==> src/rtl/irq_ctrl_pkg.sv <==
package irq_ctrl_pkg;
  localparam int unsigned NLINES = 8;
  localparam int unsigned IDX_W  = $clog2(NLINES);

  typedef enum logic [2:0] {
    ST_IDLE,
    ST_BASE,
    ST_CASC,
    ST_MODE,
    ST_READY
  } init_st_e;
endpackage

==> src/rtl/irq_req_latch.sv <==
module irq_req_latch #(
  parameter int unsigned N = 8
) (
  input  logic         clk_i,
  input  logic         rst_ni,
  input  logic [N-1:0] lines_i,
  input  logic [N-1:0] sense_i,
  input  logic         restart_i,
  input  logic [N-1:0] ack_oh_i,
  output logic [N-1:0] irr_o
);
  logic [N-1:0] seen_low_q;

  always_ff @(posedge clk_i or negedge rst_ni) begin
    if (!rst_ni)        seen_low_q <= '1;
    else if (restart_i) seen_low_q <= '1;
    else                seen_low_q <= (seen_low_q & ~ack_oh_i) | ~lines_i;
  end

  assign irr_o = lines_i & (sense_i | seen_low_q);

  a_r2_low_sets: assert property (@(posedge clk_i) disable iff (!rst_ni)
    1'b1 |=> ((seen_low_q & ~$past(lines_i)) == ~$past(lines_i)));
  a_r2_ack_clears: assert property (@(posedge clk_i) disable iff (!rst_ni)
    (ack_oh_i != '0 && !restart_i) |=> ((seen_low_q & $past(ack_oh_i)) == '0));
endmodule

==> src/rtl/irq_prio_pick.sv <==
module irq_prio_pick #(
  parameter int unsigned N  = 8,
  localparam int unsigned IW = $clog2(N)
) (
  input  logic          clk_i,
  input  logic          rst_ni,
  input  logic [N-1:0]  irr_i,
  input  logic [N-1:0]  mask_i,
  input  logic [N-1:0]  isr_i,
  output logic [N-1:0]  pick_oh_o,
  output logic [IW-1:0] pick_idx_o,
  output logic          any_o
);
  logic [N-1:0] lowest_isr, below_isr, elig;

  always_comb begin
    lowest_isr = isr_i & (~isr_i + 1'b1);
    below_isr  = lowest_isr - 1'b1;   // all ones when nothing in service
    elig       = irr_i & ~mask_i & below_isr;
    pick_oh_o  = elig & (~elig + 1'b1);
    any_o      = |elig;
    pick_idx_o = '0;
    for (int i = N - 1; i >= 0; i--) begin
      if (elig[i]) pick_idx_o = i[IW-1:0];
    end
  end

  a_r3_onehot: assert property (@(posedge clk_i) disable iff (!rst_ni)
    $onehot0(pick_oh_o));
  a_r3_above_isr: assert property (@(posedge clk_i) disable iff (!rst_ni)
    (any_o && isr_i != '0) |-> (pick_oh_o < (isr_i & (~isr_i + 1'b1))));
  a_r3_unmasked: assert property (@(posedge clk_i) disable iff (!rst_ni)
    any_o |-> ((pick_oh_o & (mask_i | ~irr_i)) == '0));
endmodule

==> src/rtl/irq_cmd_dec.sv <==
module irq_cmd_dec #(
  parameter int unsigned N = 8
) (
  input  logic         cmd_we_i,
  input  logic [7:0]   wdata_i,
  input  logic [N-1:0] isr_i,
  output logic         restart_o,
  output logic         ctrl_we_o,
  output logic [N-1:0] eoi_clr_o
);
  logic ocw, eoi_cmd;

  always_comb begin
    restart_o = cmd_we_i & wdata_i[4];
    ocw       = cmd_we_i & ~wdata_i[4];
    ctrl_we_o = ocw & wdata_i[3];
    // only EOI=1, R=0 acts; SL picks specific vs lowest
    eoi_cmd   = ocw & ~wdata_i[3] & wdata_i[5] & ~wdata_i[7];
    eoi_clr_o = '0;
    if (eoi_cmd) begin
      if (wdata_i[6]) eoi_clr_o[wdata_i[2:0]] = 1'b1;
      else            eoi_clr_o = isr_i & (~isr_i + 1'b1);
    end
  end
endmodule

==> src/rtl/irq_ctrl8.sv <==
module irq_ctrl8
  import irq_ctrl_pkg::*;
#(
  parameter bit IS_PRIMARY = 1'b1
) (
  input  logic       clk_i,
  input  logic       rst_ni,
  input  logic [7:0] irq_i,
  input  logic [7:0] wdata_i,
  input  logic       cmd_we_i,
  input  logic       data_we_i,
  input  logic       sense_we_i,
  input  logic       cmd_re_i,
  input  logic       ack_i,
  output logic [7:0] cmd_rdata_o,
  output logic [7:0] mask_o,
  output logic       pending_o,
  output logic [7:0] vec_o,
  output logic       vec_valid_o
);
  localparam logic [7:0] BASE_RST = IS_PRIMARY ? 8'h00 : 8'h08;

  logic [NLINES-1:0] isr_q, mask_q, sense_q, irr, pick_oh, ack_oh, eoi_clr;
  logic [7:0]        base_q, ctrl_q;
  logic [IDX_W-1:0]  pick_idx;
  logic              any, restart, ctrl_we, do_ack, poll_rd;
  init_st_e          st_q;

  irq_cmd_dec #(.N(NLINES)) u_dec (
    .cmd_we_i (cmd_we_i),
    .wdata_i  (wdata_i),
    .isr_i    (isr_q),
    .restart_o(restart),
    .ctrl_we_o(ctrl_we),
    .eoi_clr_o(eoi_clr)
  );

  irq_req_latch #(.N(NLINES)) u_req (
    .clk_i    (clk_i),
    .rst_ni   (rst_ni),
    .lines_i  (irq_i),
    .sense_i  (sense_q),
    .restart_i(restart),
    .ack_oh_i (ack_oh),
    .irr_o    (irr)
  );

  irq_prio_pick #(.N(NLINES)) u_pick (
    .clk_i     (clk_i),
    .rst_ni    (rst_ni),
    .irr_i     (irr),
    .mask_i    (mask_q),
    .isr_i     (isr_q),
    .pick_oh_o (pick_oh),
    .pick_idx_o(pick_idx),
    .any_o     (any)
  );

  assign poll_rd     = cmd_re_i & ctrl_q[2];
  assign do_ack      = ack_i | poll_rd;
  assign ack_oh      = do_ack ? pick_oh : '0;
  assign pending_o   = any;
  assign vec_valid_o = any;
  assign vec_o       = any ? {base_q[7:3], pick_idx} : (base_q | 8'h07);
  assign mask_o      = mask_q;

  always_comb begin
    if (ctrl_q[2])      cmd_rdata_o = {any, 4'b0, pick_idx};
    else if (ctrl_q[1]) cmd_rdata_o = ctrl_q[0] ? isr_q : irr;
    else                cmd_rdata_o = '0;
  end

  always_ff @(posedge clk_i or negedge rst_ni) begin
    if (!rst_ni) begin
      isr_q  <= '0;
      mask_q <= '0;
      ctrl_q <= '0;
      base_q <= BASE_RST;
      st_q   <= ST_IDLE;
    end else if (restart) begin
      isr_q  <= '0;
      mask_q <= '0;
      ctrl_q <= '0;
      base_q <= BASE_RST;
      st_q   <= ST_BASE;
    end else begin
      isr_q <= (isr_q | ack_oh) & ~eoi_clr;
      if (ctrl_we)      ctrl_q    <= wdata_i;
      else if (poll_rd) ctrl_q[2] <= 1'b0;
      if (data_we_i) begin
        unique case (st_q)
          ST_BASE: begin
            base_q <= {wdata_i[7:3], 3'b000};
            st_q   <= ST_CASC;
          end
          ST_CASC: st_q <= ST_MODE;
          ST_MODE: st_q <= ST_READY;
          default: mask_q <= wdata_i;
        endcase
      end
    end
  end

  always_ff @(posedge clk_i or negedge rst_ni) begin
    if (!rst_ni)         sense_q <= '0;
    else if (sense_we_i) sense_q <= wdata_i;
  end

  a_r4_ack_sets_isr: assert property (@(posedge clk_i) disable iff (!rst_ni)
    (do_ack && any && !cmd_we_i) |=> ((isr_q & $past(pick_oh)) != '0));
  a_r5_idle_ack_stable: assert property (@(posedge clk_i) disable iff (!rst_ni)
    (do_ack && !any && !cmd_we_i && !data_we_i) |=> $stable(isr_q) && $stable(mask_q));
  a_r6_restart_clears: assert property (@(posedge clk_i) disable iff (!rst_ni)
    (cmd_we_i && wdata_i[4]) |=> (isr_q == '0 && mask_q == '0 && ctrl_q == '0 && base_q == BASE_RST));
  a_r8_specific_eoi: assert property (@(posedge clk_i) disable iff (!rst_ni)
    (cmd_we_i && wdata_i[7:3] == 5'b01100) |=> !isr_q[$past(wdata_i[2:0])]);
  a_r11_poll_clears: assert property (@(posedge clk_i) disable iff (!rst_ni)
    (poll_rd && !cmd_we_i) |=> !ctrl_q[2]);
  a_r7_base_aligned: assert property (@(posedge clk_i) disable iff (!rst_ni)
    (data_we_i && st_q == ST_BASE && !cmd_we_i) |=> (vec_o[7:3] == $past(wdata_i[7:3])));
endmodule

==> config.mk <==
export PLATFORM = sky130hd
export DESIGN_NAME = irq_ctrl8
export DESIGN_NICKNAME = d
export VERILOG_FILES = /design/src/rtl/irq_ctrl_pkg.sv /design/src/rtl/irq_req_latch.sv /design/src/rtl/irq_prio_pick.sv /design/src/rtl/irq_cmd_dec.sv /design/src/rtl/irq_ctrl8.sv
export SDC_FILE = /design/constraint.sdc
export NUM_CORES = 1
export LEC_CHECK = 0
export ABC_AREA = 1
export BUFFER_PORTS_ARGS = -buffer_cell sky130_fd_sc_hd__buf_4
export CAP_MARGIN = 20
export CORE_MARGIN = 4
export CORE_UTILIZATION = 25
export CTS_CLUSTER_SIZE = 40
export DETAILED_ROUTE_END_ITERATION = 10
export GPL_TIMING_DRIVEN = 0
export PLACE_DENSITY = 0.5
export SETUP_SLACK_MARGIN = 0.5
export SYNTH_ARGS = -nofsm -noshare
export SYNTH_HDL_FRONTEND = slang
export SYNTH_SLANG_ARGS = --single-unit
==> constraint.sdc <==
create_clock -name clk_i -period 3.8 [get_ports clk_i]
set_input_delay 0.76 -clock clk_i [delete_from_list [all_inputs] [get_ports clk_i]]
set_output_delay 0.76 -clock clk_i [all_outputs]
set_load 0.02 [all_outputs]
==> metrics.csv <==
stage,metric,value,unit
status,status,"complete, no violations",
clocking,cts_tree,done,
yosys,synth_area_leaders,"dfrtp_1, nand2_1, dfstp_2",
routing,wire_per_inst,14.72,um
routing,drt_iter0_drc,106,
critical_path,cp.required,3.04,ns
cells_and_area,final_layout_size_suffix_gt1_share,22.90,%
floorplanning,die_height,107.2,um
critical_path,worstPathArrival,1.94,ns
clocking,cts-root-buf,clkbuf_8,
yosys,yosysWarnings,0,
cells_and_area,syn_to_final_growth,24.83,%
global_routing,first_global_vias,2382,
place,hpwl,6041,um
routing,postRouteAntennaNets,0,
critical_path,rrSetupSlack,2.28,ns
yosys,ys_seq_elements,43,
yosys,synth_area,2459,sq um
sta,fin_tns_setup,0,ns
floorplanning,floorplan.initialDensity,26.11,%
sta,layout_setup_ws,1.103,ns
clocking,cts_buffers,5,
sta,finalMaxSlewViolations,0,
routing,drc,0,
critical_path,r2r_end,isr_q[7]$_DFF_PN0_,
clocking,clk_pin_slew,0.08,ns
floorplanning,core_area,9415,sq um
global_routing,global_route.overflow_total,0,
place,placed_cells,514,
cells_and_area,instances_no_fill,522,
cells_and_area,final-seq-area,1086,sq um
critical_path,r2r_start,isr_q[1]$_DFF_PN0_,
global_routing,grt_max_degree,44,
routing,vias,2347,
global_routing,antenna_found_initial,0,
critical_path,cp-end-kind,output port,
sta,max_freq,0.3707,GHz
yosys,synth.avg_cell_area,7.296,sq um
critical_path,setup.worst_path.end,cmd_rdata_o[2],
clocking,clock_sinks,43,
power_and_ir_drop,p_leak,1.591,nW
sta,finalCritPeriodShare,70.98,%
sta,slew_headroom,56.95,%
cells_and_area,antennaDiodeCount,0,
place,place_congestion,0.8633,
sta,tightest_slew,0.6434,ns
power_and_ir_drop,peakVddDrop,271.8,uV
clocking,clock_latency,0.30,ns
critical_path,critPathLaunchType,flip-flop,
yosys,syn_inst,337,
floorplanning,ioPinCount,49,
power_and_ir_drop,power_density,678.3,nW/um^2
sta,finalClockSkew,0.009756,ns
global_routing,grt_usage,13.83,%
critical_path,r2r_cells,7,
clocking,ctsHoldBuffers,0,
critical_path,crit_type,reg -> out,
routing,totalWireLength,7686,um
sta,min_period,2.697,ns
place,port_buffers,48,
flow_run,cap_violations,0,
sta,hold_violations,0,
global_routing,grt_pass1_wl,12420,um
critical_path,critPathMaxFanout,8,
yosys,synth_top_cell_by_area,dfrtp_1,
sta,setup_viol,0,
yosys,synth_top_cell_area_share,35.62,%
floorplanning,dieArea,11490,sq um
floorplanning,die_w,107.2,um
place,post-place-ws,1.232,ns
yosys,synth_cell_types,32,
clocking,cts_buffer_depth,2,
hold_path,min_path_type,in -> async,
cells_and_area,final_nets,415,
cells_and_area,nFillCells,1032,
clocking,cts_setup_buffers,0,
yosys,ys_seq_area_share,44.17,%
routing,dr.pass1.iters,4,
cells_and_area,multi_input_area,1161,sq um
floorplanning,std_cell_rows,35,
yosys,synth_nets,360,
clocking,ctsResizeCount,0,
routing,vias_per_cell,4.496,
critical_path,crit_start,ctrl_q[2]$_DFFE_PN0P_,
sta,rsz0062_at_grt,no,
clocking,cts-htree-levels,2,
[where the power goes]
part           leakage, nW  switching [W]  internal [W]
combinational         1.02       0.000697      0.000398
clock               0.0402       0.000175      0.000128
sequential           0.529      0.0000976      0.000586
[kinds of logic (layout without fill, tap and decap cells)]
logic type	count (synthesis)	count (layout)	synth area share [%]
and+or+nand+nor	175	175	31.96
AOI/OAI and AO/OA	64	64	15.27
buffers and inverters	55	111	8.600
DFF	43	43	44.17
[critical path, stage by stage (launching register included)]
cell and delay (ns):
dfrtp_1 0.47, nor2_1 0.54, o21ai_0 0.24, o22ai_1 0.21, buf_4 0.17
[cell type report]
| class | instances | share of cell area [%] |
|---|---|---|
| clock inverters | 3 | 0.6523 |
| inverters | 49 | 5.993 |
| flip-flops and latches | 43 | 35.39 |
| clock buffers | 5 | 2.242 |
| plain buffers | 6 | 0.8969 |
| well taps | 129 | 5.259 |
| multi-input cells | 239 | 37.83 |
| repair buffers | 48 | 11.74 |
[through the flow]
step | hold slack, ns | utilization (%) | power [W] | cell area (sq um)
after detailed placement | 0.4624 | 31.65 | 0.001798 | 2980
after global placement | 0.4563 | 31.65 | 0.001786 | 2980
after floorplan | 0.4415 | - | 0.001399 | 2459
after global routing | 0.4939 | 32.60 | 0.002264 | 3069
after CTS | 0.4724 | 32.60 | 0.002108 | 3069
final | 0.4470 | 32.60 | 0.002082 | 3069
[placed cells by master, fill, tap and decap left out, types with 3 or more instances in the layout]
| cell type | n |
|---|---|
| o31ai_1 | 3 |
| o21ai_0 | 28 |
| or2_1 | 3 |
| o22ai_1 | 4 |
| nor2_2 | 7 |
| dfstp_2 | 8 |
| inv_2 | 3 |
| nor2_4 | 3 |
| buf_4 | 49 |
| nand2_1 | 88 |
| nand3_1 | 33 |
| clkbuf_1 | 4 |
| inv_1 | 46 |
| clkbuf_8 | 5 |
| dfrtp_1 | 35 |
| o21ai_1 | 3 |
| a21oi_1 | 14 |
| o211ai_1 | 4 |
| nor2_1 | 31 |
| nand2_2 | 3 |
[cell usage after synthesis, drive strengths merged]
| cell type | instances |
|---|---|
| a21o | 1 |
| a21oi | 16 |
| a31oi | 1 |
| buf | 2 |
| clkbuf | 4 |
| dfrtp | 35 |
| dfstp | 8 |
| inv | 49 |
| nand2 | 92 |
| nand3 | 35 |
| nand4 | 2 |
| nor2 | 41 |
| nor3 | 2 |
| o211ai | 4 |
| o21a | 1 |
| o21ai | 33 |
| o22ai | 4 |
| o31ai | 3 |
| o32ai | 1 |
| or2 | 3 |
[flip-flops by register name, indices dropped and copies added (netlist names)]
name	count
u_req.seen_low_q	8
base_q	5
sense_q	8
mask_o	8
ctrl_q	3
st_q	3
isr_q	8
[routing by layer]
layer	vias up	routed length [um]	GRT usage, %
met5	-	0	0
met4	0	65	3.105
met3	5	347	2.769
met2	55	3425	21.22
met1	1087	3849	19.97
li1	1200	-	-
[worst min path at each step]
stage / startpoint / end / slack [ns] / depth (start not counted)
floorplan: u_req.seen_low_q[7]$_DFF_PN1_ / u_req.seen_low_q[7]$_DFF_PN1_ / 0.44 / 2
global placement: u_req.seen_low_q[7]$_DFF_PN1_ / u_req.seen_low_q[7]$_DFF_PN1_ / 0.46 / 2
detailed placement: u_req.seen_low_q[7]$_DFF_PN1_ / u_req.seen_low_q[7]$_DFF_PN1_ / 0.46 / 2
CTS: rst_ni / mask_o[0]$_DFFE_PN0P_ / 0.47 / 1
global route: u_req.seen_low_q[7]$_DFF_PN1_ / u_req.seen_low_q[7]$_DFF_PN1_ / 0.49 / 2
finish: rst_ni / sense_q[2]$_DFFE_PN0P_ / 0.45 / 1
Note: power is estimated with default switching activity, not from simulation.
